===== config.mk =====
export PLATFORM = sky130hd
export DESIGN_NAME = swint_classifier
export DESIGN_NICKNAME = d
export VERILOG_FILES = /design/src/rtl/swint_classifier.sv
export SDC_FILE = /design/constraint.sdc
export NUM_CORES = 1
export LEC_CHECK = 0
export ABC_AREA = 1
export CAP_MARGIN = 10
export CORE_UTILIZATION = 37
export CTS_CLUSTER_DIAMETER = 150
export DETAILED_ROUTE_END_ITERATION = 8
export GPL_TIMING_DRIVEN = 0
export PLACE_DENSITY = 0.72
export SYNTH_ARGS = -nofsm -noshare
export SYNTH_HDL_FRONTEND = slang
export SYNTH_SLANG_ARGS = --single-unit

===== constraint.sdc =====
create_clock -name clk -period 1.3 [get_ports clk]
set_input_delay 0.195 -clock clk [delete_from_list [all_inputs] [get_ports clk]]
set_output_delay 0.195 -clock clk [all_outputs]
set_load 0.02 [all_outputs]

===== src/rtl/swint_classifier.sv =====
module swint_classifier #(
  parameter logic [7:0] BRK_OPCODE = 8'hCC,
  parameter logic [7:0] INT_OPCODE = 8'hCD,
  parameter logic [7:0] BRK_VECTOR = 8'd3
) (
  input  logic       clk,
  input  logic       rst_n,
  input  logic       in_valid,
  input  logic [7:0] in_byte,
  input  logic [1:0] cpl,
  input  logic [1:0] iopl,
  input  logic [1:0] mode,
  output logic       out_valid,
  output logic       out_trap,
  output logic [7:0] out_vector,
  output logic [1:0] out_len,
  output logic       out_gp
);

  localparam logic [1:0] MODE_REAL = 2'b00;

  logic wait_imm;
  logic priv_fail_q;
  logic priv_fail_now;

  assign priv_fail_now = (mode != MODE_REAL) && (cpl > iopl);

  always_ff @(posedge clk) begin
    if (!rst_n) begin
      wait_imm    <= 1'b0;
      priv_fail_q <= 1'b0;
      out_valid   <= 1'b0;
      out_trap    <= 1'b0;
      out_gp      <= 1'b0;
      out_vector  <= 8'd0;
      out_len     <= 2'd0;
    end else begin
      out_valid  <= 1'b0;
      out_trap   <= 1'b0;
      out_gp     <= 1'b0;
      out_vector <= 8'd0;
      out_len    <= 2'd0;
      if (in_valid) begin
        if (wait_imm) begin
          wait_imm  <= 1'b0;
          out_valid <= 1'b1;
          out_len   <= 2'd2;
          if (priv_fail_q) begin
            out_gp <= 1'b1;
          end else begin
            out_trap   <= 1'b1;
            out_vector <= in_byte;
          end
        end else if (in_byte == BRK_OPCODE) begin
          out_valid  <= 1'b1;
          out_trap   <= 1'b1;
          out_vector <= BRK_VECTOR;
          out_len    <= 2'd1;
        end else if (in_byte == INT_OPCODE) begin
          wait_imm    <= 1'b1;
          priv_fail_q <= priv_fail_now;
        end else begin
          out_valid <= 1'b1;
          out_len   <= 2'd1;
        end
      end
    end
  end

endmodule



# Word-level counts from Yosys, hierarchy flattened

Cells that the tools add are included.
W data, S select, Z words.

Register bits after elaboration: 15
Input port bits: 17
Output and inout bits: 13
Logic and storage cells: 37

$lt $le $gt $ge: 1
Equality and inequality tests: 2
Multiplexer cells: 16
Bitwise logic cells: 4
Reduce and logical (&&, ||, !) cells: 6

Operator list:

| cell                 | count |
|---|---|
| $eq A8 B8 Y1 const B | 2 |
| $mux W8              | 2 |
| $mux W1              | 12 |
| $mux W2              | 2 |
| $not A1 Y1           | 4 |
| $reduce_and A4 Y1    | 1 |
| $reduce_and A3 Y1    | 1 |
| $reduce_or A3 Y1     | 1 |
| $gt A2 B2 Y1         | 1 |
| $reduce_and A2 Y1    | 1 |
| $reduce_bool A2 Y1   | 1 |
| $logic_and A1 B1 Y1  | 1 |

# Longest topological paths before layout

Gate-level depths: netlist (run 1).

Word-level depth: 4
Mapped depth: 8
Gate-level depth less buffers: 8

# Worst setup path after synthesis (run 1)

OpenSTA, ideal clock, no wires.

Path type: input -> register
Start point: input port iopl[1]
End point: register priv_fail_q
Arrival time: 0.860 ns
Data required time: 1.185 ns
Setup slack: 0.325 ns
Stages: 8
Cell sequence: inv_1 -> ha_1 -> inv_1 -> nor2_1 -> o21ai_0 -> nand3_1 -> nand2_1 -> nor2_1

Cells in the longest elaborated chain, start to end: 2

Ends and longest elaborated chain:

| element                | line | text |
|---|---|---|
| start: declaration     | 11   | `input logic [1:0] iopl,` |
| $gt A2 B2 Y1           | 26   | `assign priv_fail_now = (mode != MODE_REAL) && (cpl > iopl);` |
| $logic_and A1 B1 Y1    | 26   |  |
| end signal: assignment | 61   | `priv_fail_q <= priv_fail_now;` |
| end: declaration       | 23   | `logic priv_fail_q;` |

No other way between the ends.
A chain may end at the register's enable or synchronous reset.

# Worst setup path in the final report (run 1)

Ends and elaborated chain as after synthesis.

==> results of run 1 <==
[power by group]
group          switching (mW)  leakage [nW]  internal, mW
Sequential            0.00462         0.122         0.468
Clock                   0.136        0.0150         0.119
Combinational          0.0534         0.325        0.0677
[placed cells by master, fill, tap and decap left out, drive strengths merged]
cell type       n
inv            16
a211oi          1
dlygate4sd2    13
a21oi           4
nor3            1
clkdlybuf4s50  16
nand3           3
o21ai           3
nand2          12
o21a            1
dfxtp          15
nor2           17
ha              2
clkbuf          4
[path summary, 6_finish.rpt]
| path | endpoint | startpoint | slack, ps | depth (start not counted) |
|---|---|---|---|---|
| hold / removal | out_vector[7]$_SDFF_PP0_ | in_byte[7] | 460 | 3 |
| hold reg to reg | priv_fail_q$_SDFFE_PN0P_ | priv_fail_q$_SDFFE_PN0P_ | 500 | 2 |
| setup / recovery | priv_fail_q$_SDFFE_PN0P_ | iopl[1] | 110 | 9 |
| setup reg to reg | out_trap$_SDFF_PN0_ | wait_imm$_SDFFE_PN0P_ | 340 | 4 |
[cell type report]
cell class | instances | area (um^2)
clock buffer | 4 | 26.28
fill | 144 | 594.3
inverter | 16 | 60.06
multi-input combinational | 44 | 231.5
sequential | 15 | 300.3
tap | 16 | 20.02
timing repair buffer | 29 | 274.0
[routing by layer]
metal | wire length (um) | track usage [%] | vias to the layer above | share of wire (%)
met5 | 0 | 0 | - | 0
met4 | 40 | 11.61 | 0 | 3.6
met3 | 71 | 3.017 | 5 | 6.5
met2 | 523 | 21.88 | 25 | 48
met1 | 462 | 19.23 | 227 | 42
li1 | - | - | 291 | -
[stage by stage]
step	hold slack (ps)	setup slack, ps	cells
after global placement	466.6	-190.3	120
after global routing	476.4	23.50	124
final	458.2	114.4	124
after detailed placement	480.7	-190.2	120
after CTS	456.0	111.0	124
after floorplan	288.5	325.4	75
[kinds of logic (layout without fill, tap and decap cells)]
family / Yosys count / in the layout / share of synthesized area, %
adder cells (fa/ha/maj): 2 / 2 / 4.228
AND/OR/NAND/NOR: 33 / 33 / 26.43
buffers and inverters: 16 / 49 / 10.15
AO/OA/AOI/OAI: 9 / 9 / 8.457
flip-flops: 15 / 15 / 50.74
[critical path, cell delays in order]
cell,delay [ps]
clkdlybuf4s50_1,450
inv_1,40
ha_1,280
inv_1,60
nor2_1,30
o21ai_0,130
nand3_1,90
nand2_1,60
nor2_1,40
[registers in the layout (all words and copies together) (netlist names)]
register / count
out_len: 2
out_valid: 1
out_gp: 1
out_trap: 1
priv_fail_q: 1
wait_imm: 1
out_vector: 8
==> impl_metrics.csv, run 1 <==
group,metric,value,unit
logic_synthesis,synthDistinctLibCells,15,
logic_synthesis,yosys.area.top_type,"dfxtp_1",
clock_network,cts_tree,"done",
logic_synthesis,synth-async-reset-ratio,0,%
detailed_routing,vias_per_cell,4.419,
global_routing,grt_overflow,0,
die,initial_core_util,39.29,%
worst_setup_path,cp.arrival,1360,ps
die,ioPinCount,30,
cells_and_area,layout-drive-gt1-share,8.333,%
worst_setup_path,critPathCaptureType,"flip-flop",
sta,hold_violations,0,
detailed_routing,vias,548,
clock_network,clkTransAtPathRegs,80,ps
logic_synthesis,netlist_top_cells_area,"dfxtp_1 51%, inv_1 9.5%, nor2_1 8.2%",
global_routing,grt_antenna_before_repair,0,
die,die_y,42.00,um
global_routing,grt_pass1_wl,1.980,mm
clock_network,cts.repair.resized,13,
sta,fin_crit_sh,91.20,%
run,max_cap_violations,0,
logic_synthesis,synth-seq-cells,15,
sta,fin_skew,5.532,ps
sta,setup_viol,0,
detailed_routing,drc,0,
clock_network,cts_made_buffers,3,
sta,finalCriticalPeriod,1186,ps
sta,finalMaxSlewViolations,0,
logic_synthesis,synth_edf_count,0,
global_routing,grt_start_max_net_pins,9,
logic_synthesis,synth_area,591.8,um^2
power_and_ir_drop,leakagePower,0.4618,nW
logic_synthesis,ys_top_cells_by_count,"15 x dfxtp_1, 15 x inv_1, 13 x nor2_1, 11 x nand2_1, 4 x a21oi_1",
place,place_area,902.1,um^2
detailed_routing,antenna_left,0,
die,core,0.001506,mm^2
power_and_ir_drop,ir_drop,0.4628,mV
sta,tightest_slew,281.2,ps
logic_synthesis,synth.yosys.seq_area_share,50.74,%
detailed_routing,wl_per_cell,8.847,um
logic_synthesis,syn_avg_cell_area,7.891,um^2
clock_network,cts_buffer_depth,2,
cells_and_area,stdcell_area,912.1,um^2
logic_synthesis,syn_nets,94,
sta,tns,0,ps
die,die_w,42.00,um
clock_network,cts_sinks,15,
worst_setup_path,crit_type,"input port to flip-flop",
logic_synthesis,synthCells,75,
clock_network,clk-insertion-delay-late,280,ps
worst_setup_path,start_kind,"input port",
power_and_ir_drop,p_total,0.8492,mW
sta,clock.fmax,843.5,MHz
worst_hold_path,hp-class,"input port to flip-flop",
detailed_routing,drtIter0Drc,2,
status,status,"completed",
cells_and_area,final_util,60.55,%
worst_setup_path,critPathMaxFanout,2,
sta,rsz0062_at_grt,"false",
place,routabilityCongestion,0.7012,
cells_and_area,area.growth.synth_to_final,54.12,%
clock_network,post_cts_buffers,0,
die,fp-row-count,14,
clock_network,clockRootBuffer,"clkbuf_4",
sta,max_slew_margin,81.21,%
detailed_routing,drtPass1Iterations,4,
logic_synthesis,synth_top_area_share,50.74,%
detailed_routing,routed_wl,1.097,mm
clock_network,hold_buffers,0,
global_routing,grt.total_usage,14.99,%
die,dieArea,0.001764,mm^2
place,dpl.hpwl,882.3,um
worst_setup_path,crit_required,1480,ps
logic_synthesis,ys_warn_count,0,
power_and_ir_drop,p_per_area,931.1,mW/mm^2
place,numPortBuffers,29,
global_routing,grt_pass1_vias,482,
logic_synthesis,synthFlopType,"dfxtp_1",
clock_network,htreeDepth,1,
cells_and_area,antenna_cells,0,
cells_and_area,final_nets,128,
Note: power is estimated with default switching activity, not from simulation.
==> run 2: changes to the inputs <==
--- a/config.mk
+++ b/config.mk
@@ -10,6 +10,7 @@
 export CORE_UTILIZATION = 37
 export CTS_CLUSTER_DIAMETER = 150
 export DETAILED_ROUTE_END_ITERATION = 8
+export GPL_ROUTABILITY_DRIVEN = 0
 export GPL_TIMING_DRIVEN = 0
 export PLACE_DENSITY = 0.72
 export SYNTH_ARGS = -nofsm -noshare
==> results of run 2 <==
The final DEF is identical to that of run 1; final timing and power are the same.
